## config.mk

```make
export PLATFORM = sky130hd
export DESIGN_NAME = pdn_hold_ctrl
export DESIGN_NICKNAME = d
export VERILOG_FILES = /design/src/rtl/pdn_pkg.sv /design/src/rtl/pdn_ctrl.sv /design/src/rtl/pdn_hold_bank.sv /design/src/rtl/pdn_hold_ctrl.sv
export SDC_FILE = /design/constraint.sdc
export NUM_CORES = 1
export LEC_CHECK = 0
export CAP_MARGIN = 20
export CORE_UTILIZATION = 44
export CTS_CLUSTER_SIZE = 20
export DETAILED_ROUTE_END_ITERATION = 8
export HOLD_SLACK_MARGIN = 0.1
export PLACE_DENSITY = 0.84
export SETUP_SLACK_MARGIN = 0.4
export SLEW_MARGIN = 30
export SYNTH_ARGS = -nofsm -noshare
export SYNTH_HDL_FRONTEND = slang
export SYNTH_SLANG_ARGS = --single-unit
```

## constraint.sdc

```tcl
create_clock -name clk -period 4.7 [get_ports clk]
set_clock_uncertainty 0.1 [all_clocks]
set_input_delay 1.175 -clock clk [delete_from_list [all_inputs] [get_ports clk]]
set_output_delay 1.175 -clock clk [all_outputs]
set_load 0.05 [all_outputs]
```

## src/rtl/pdn_pkg.sv

```systemverilog
package pdn_pkg;

   // Recovery sequencer states
   typedef enum logic [1:0] {
      PDN_IDLE    = 2'd0,
      PDN_DOWN    = 2'd1,
      PDN_RECOVER = 2'd2
   } pdn_state_e;

   // Width of a counter that must reach a value of n
   function automatic int unsigned cnt_width(input int unsigned n);
      return (n < 2) ? 1 : $clog2(n + 1);
   endfunction

endpackage

```

## src/rtl/pdn_ctrl.sv

```systemverilog
module pdn_ctrl #(
   parameter int unsigned RECOV_CYCLES = 5
) (
   input  logic clk,
   input  logic rst_n,
   input  logic cfg_pd_en,
   input  logic pd_pin,
   output logic pd_active,
   output logic core_ce,
   output logic out_valid
);
   import pdn_pkg::*;

   localparam int unsigned CW = cnt_width(RECOV_CYCLES);
   localparam logic [CW-1:0] LAST = CW'(RECOV_CYCLES - 1);

   generate
      if (RECOV_CYCLES < 1) begin : g_bad_recov
         $error("pdn_ctrl: RECOV_CYCLES must be at least 1");
      end
   endgenerate

   pdn_state_e       state;
   logic [CW-1:0]    cnt;

   // level-sensitive request, gated by the arming bit
   assign pd_active = cfg_pd_en & pd_pin;
   assign core_ce   = ~pd_active;
   assign out_valid = (state == PDN_IDLE) & ~pd_active;

   always_ff @(posedge clk or negedge rst_n) begin
      if (!rst_n) begin
         state <= PDN_IDLE;
         cnt   <= '0;
      end else if (pd_active) begin
         state <= PDN_DOWN;
         cnt   <= '0;
      end else begin
         unique case (state)
            PDN_DOWN, PDN_RECOVER: begin
               if (cnt == LAST) begin
                  state <= PDN_IDLE;
                  cnt   <= '0;
               end else begin
                  state <= PDN_RECOVER;
                  cnt   <= cnt + 1'b1;
               end
            end
            default: begin
               state <= PDN_IDLE;
               cnt   <= '0;
            end
         endcase
      end
   end

endmodule

```

## src/rtl/pdn_hold_bank.sv

```systemverilog
module pdn_hold_bank #(
   parameter int unsigned W = 8
) (
   input  logic         clk,
   input  logic         rst_n,
   input  logic         freeze,
   input  logic [W-1:0] live,
   output logic [W-1:0] q
);

   generate
      if (W < 1) begin : g_bad_w
         $error("pdn_hold_bank: W must be at least 1");
      end
   endgenerate

   genvar b;
   generate
      for (b = 0; b < W; b++) begin : g_bit
         logic held;
         // track the live value every edge until frozen
         always_ff @(posedge clk or negedge rst_n) begin
            if (!rst_n)       held <= 1'b0;
            else if (!freeze) held <= live[b];
         end
         assign q[b] = freeze ? held : live[b];
      end
   endgenerate

endmodule

```

## src/rtl/pdn_hold_ctrl.sv

```systemverilog
module pdn_hold_ctrl #(
   parameter int unsigned N_DED        = 4,
   parameter int unsigned N_IO         = 8,
   parameter int unsigned PD_IDX       = 7,
   parameter int unsigned RECOV_CYCLES = 5
) (
   input  logic             clk,
   input  logic             rst_n,
   input  logic             cfg_pd_en,
   input  logic             pd_pin,
   input  logic [N_DED-1:0] ded_in,
   input  logic [N_IO-1:0]  pad_in,
   input  logic [N_IO-1:0]  core_out,
   input  logic [N_IO-1:0]  core_oe,
   output logic [N_DED-1:0] ded_q,
   output logic [N_IO-1:0]  io_in_q,
   output logic [N_IO-1:0]  pad_out,
   output logic [N_IO-1:0]  pad_oe,
   output logic             core_ce,
   output logic             pd_active,
   output logic             out_valid
);

   generate
      if (PD_IDX >= N_IO) begin : g_bad_idx
         $error("pdn_hold_ctrl: PD_IDX must address a pad");
      end
   endgenerate

   logic             freeze;
   logic [N_IO-1:0]  io_hold;
   logic [N_IO-1:0]  oe_hold;

   pdn_ctrl #(.RECOV_CYCLES(RECOV_CYCLES)) u_ctrl (
      .clk       (clk),
      .rst_n     (rst_n),
      .cfg_pd_en (cfg_pd_en),
      .pd_pin    (pd_pin),
      .pd_active (freeze),
      .core_ce   (core_ce),
      .out_valid (out_valid)
   );

   assign pd_active = freeze;

   pdn_hold_bank #(.W(N_DED)) u_ded (
      .clk(clk), .rst_n(rst_n), .freeze(freeze), .live(ded_in), .q(ded_q)
   );

   pdn_hold_bank #(.W(N_IO)) u_ioin (
      .clk(clk), .rst_n(rst_n), .freeze(freeze), .live(pad_in), .q(io_hold)
   );

   pdn_hold_bank #(.W(N_IO)) u_out (
      .clk(clk), .rst_n(rst_n), .freeze(freeze), .live(core_out), .q(pad_out)
   );

   pdn_hold_bank #(.W(N_IO)) u_oe (
      .clk(clk), .rst_n(rst_n), .freeze(freeze), .live(core_oe), .q(oe_hold)
   );

   // the pad carrying the request leaves the logic array when armed
   genvar i;
   generate
      for (i = 0; i < N_IO; i++) begin : g_pad
         if (i == PD_IDX) begin : g_pd
            assign io_in_q[i] = cfg_pd_en ? 1'b0 : io_hold[i];
            assign pad_oe[i]  = cfg_pd_en ? 1'b0 : oe_hold[i];
         end else begin : g_norm
            assign io_in_q[i] = io_hold[i];
            assign pad_oe[i]  = oe_hold[i];
         end
      end
   endgenerate

endmodule

```

==> flow_summary.rst <==
.. list-table::
   :header-rows: 1

   * - Metric
     - Value
   * - Router iterations before antenna repair
     - 3
   * - Maximum fanout encountered on the critical timing path
     - 17
   * - Max clock buf depth
     - 2
   * - R2R Path Start
     - u_ctrl.cnt[0]$_DFF_PN0_
   * - Die outline width
     - 59.0 microns
   * - Transition time at the pin with the least slew margin
     - 0.512 ns
   * - Number of synthesized register bits
     - 31
   * - Total routing usage reported by global routing
     - 0.174
   * - Global routing usage on met3
     - 0.0659
   * - Post-synthesis instance area
     - 1430 sq um
   * - Setup repair after global routing missed its margin
     - false
   * - Final Hold Vio Count
     - 0
   * - Classification of the worst-slack hold path
     - register to register
   * - Post-Route WL
     - 2760 microns
   * - Non-filler instance count after layout
     - 192
   * - Footprint of the flip-flops and latches
     - 776 sq um
   * - Inserted Clock Buffers
     - 5
   * - Number of warning messages in the yosys log
     - 0
   * - Core area
     - 3080 sq um
   * - Number of filler instances in the final layout
     - 229
   * - Top Ports
     - 63
   * - Worst vdd rail ir drop
     - 183 uV
   * - Antenna diode instance count
     - 0
   * - Total placed cells including tap cells
     - 184
   * - Total area of multi-input combinational cells
     - 494 sq um
   * - GRT Max-Usage Layer
     - met2
   * - Initial core utilization
     - 0.464
   * - Clock root buffer master
     - clkbuf_4
   * - Fin. max-slew vios
     - 0
   * - Via count
     - 884
   * - Largest net degree at the start of global routing
     - 32
   * - PD cells
     - 351 nW/um^2
   * - Sequential area share after synthesis
     - 0.543
   * - Leakage power figure
     - 0.985 nW
   * - Number of global-route vias before repair
     - 971
   * - Routing usage on met2
     - 0.295
   * - Setup violations, final
     - 0
   * - Die footprint
     - 3480 sq um
   * - Ratio of cells with drive above 1 in the final layout
     - 0.453
   * - Post-synth net total
     - 128
   * - Most area-consuming cells after synthesis
     - dfrtp_1 54%, mux2_4 25%, buf_4 7.4%
   * - Post-CTS Setup Bufs
     - 0
   * - Start-to-end type of the worst setup path
     - input port to primary output
   * - Initial antenna violation count
     - 0
   * - Area Growth Syn to Fin
     - 40.1%
   * - Setup slack of the critical path after layout
     - 0.614 ns
   * - Launch point of the worst path
     - cfg_pd_en
   * - Worst Setup End Kind
     - primary output
   * - Clock slew seen by the registers of the worst setup and hold paths
     - 0.09 ns
   * - First-iteration detailed-routing DRC count
     - 12
   * - DR WL/cell
     - 14.4 microns
   * - Hold-fix buffers at CTS
     - 0
   * - Worst setup slack after placement
     - 0.599 ns
   * - Hold Slack
     - 0.385 ns
   * - GRT Residual Overflow
     - 0
   * - Result of the run
     - finished, final reports clean
   * - Number of distinct library cells after synthesis
     - 16
   * - Final TNS setup
     - 0 ns
   * - Power Total
     - 0.703 mW
   * - Worst skew pair latency
     - 0.32 ns
   * - Timing-limited maximum frequency
     - 245 MHz
   * - Final #Nets
     - 182
   * - Core Rows
     - 20
   * - Period Utilization, post-route
     - 0.869
   * - DR vias/cell
     - 4.60
   * - Max_cap viols
     - 0
   * - Dominant cell type by area after synthesis
     - dfrtp_1
   * - Launch point of the worst hold path
     - u_ctrl.cnt[0]$_DFF_PN0_
   * - Critical path data required time
     - 3.42 ns
   * - Count of port buffers added during placement
     - 62
   * - Resized Gates After CTS
     - 0
   * - Relative slew slack
     - 0.658
   * - Yosys top cell area share
     - 0.543
   * - HPWL after detailed placement
     - 2040 microns
   * - Crit start category
     - input port
   * - # H-tree levels
     - 2
   * - Syn avg cell area
     - 15.4 sq um
   * - Y dimension of the die
     - 59.0 microns
   * - RePlAce Congestion
     - 0.740
   * - TritonCTS clock tree
     - built
   * - Wire length of the first global-routing pass
     - 4290 microns
   * - DR DRC count
     - 0
   * - Post-synthesis cell count
     - 93
   * - Met1 usage in global routing
     - 0.183
   * - Post-route antenna net violation count
     - 0
   * - Num Clock Sinks
     - 31
   * - Clock period minus worst slack
     - 4.09 ns
   * - Arrival time reported for the critical path endpoint
     - 2.81 ns
## sequential cells by signal, indices dropped and copies added (netlist names)
| signal | cells |
|---|---|
| u_ctrl.cnt | 3 |
| u_ctrl.state | 2 |
| u_ded.g_bit.held | 4 |
| u_ioin.g_bit.held | 7 |
| u_oe.g_bit.held | 7 |
| u_out.g_bit.held | 8 |
## metal layers
metal	routed length [microns]	part of all wire
met5	0	0
met4	75	0.027
met3	177	0.064
met2	1400	0.51
met1	1110	0.40
## synthesized netlist by cell type, drive strengths merged
cell,instances
dfrtp,31
inv,5
or3b,1
ha,3
and2,1
a211oi,1
nand2,1
buf,17
a21bo,1
mux2,26
nor2b,2
a21oi,2
and3,1
nand2b,1
## kinds of logic after synthesis
group                      count (synthesis)  share of synthesized area
buffers and inverters                     22                      0.110
DFF                                       31                      0.543
muxes                                     26                      0.268
adders and majority gates                  3                     0.0263
and+or+nand+nor                            7                     0.0324
AOI/OAI and AO/OA                          4                     0.0193
## critical path, stage by stage
cell	delay, ns
clkdlybuf4s50_1	0.47
nand2_2	0.37
buf_12	0.24
mux2_2	0.36
buf_4	0.19
## power by group
part           internal, mW  switching [mW]  total [mW]
Clock                0.0879          0.0843       0.172
Sequential            0.292          0.0100       0.302
Combinational        0.0978           0.131       0.228
Total                 0.478           0.225       0.703
## final timing paths
path                                             endpoint  slack, ns  cells after the start
max                                            pad_out[1]       0.61                      5
min                               u_ctrl.cnt[0]$_DFF_PN0_       0.39                      1
max reg2reg                       u_ctrl.cnt[2]$_DFF_PN0_       3.25                      4
min reg2reg                       u_ctrl.cnt[0]$_DFF_PN0_       0.39                      1
max in group asynchronous  u_ioin.g_bit[0].held$_DFF_PN0_       3.09                      2
min in group asynchronous   u_ded.g_bit[0].held$_DFF_PN0_       1.12                      2
## stage by stage
step,instance area [sq um],util
6_report,2000,0.650
5_1_grt,2000,0.650
4_1_cts,2000,0.650
3_5_place_dp,1930,0.628
3_3_place_gp,1930,0.628
2_1_floorplan,1430,-
## area by class of cell
| class | count | share of cell area |
|---|---|---|
| repair buffers | 64 | 0.294 |
| flip-flops and latches | 31 | 0.388 |
| well taps | 44 | 0.0275 |
| inverters | 5 | 0.00938 |
| clock buffers | 8 | 0.0344 |
| multi-input cells | 40 | 0.247 |
## placed cells by master (no fill, tap or decap)
cell type,instances
a211oi_1,1
a21bo_2,1
a21oi_1,2
and2_1,1
and3_1,1
buf_12,2
buf_4,29
clkbuf_1,1
clkbuf_4,5
clkbuf_8,2
clkdlybuf4s50_1,33
dfrtp_1,31
ha_1,3
inv_1,5
mux2_2,2
mux2_4,24
nand2_2,1
nand2b_1,1
nor2b_1,2
or3b_2,1
Note: power is estimated with default switching activity, not from simulation.
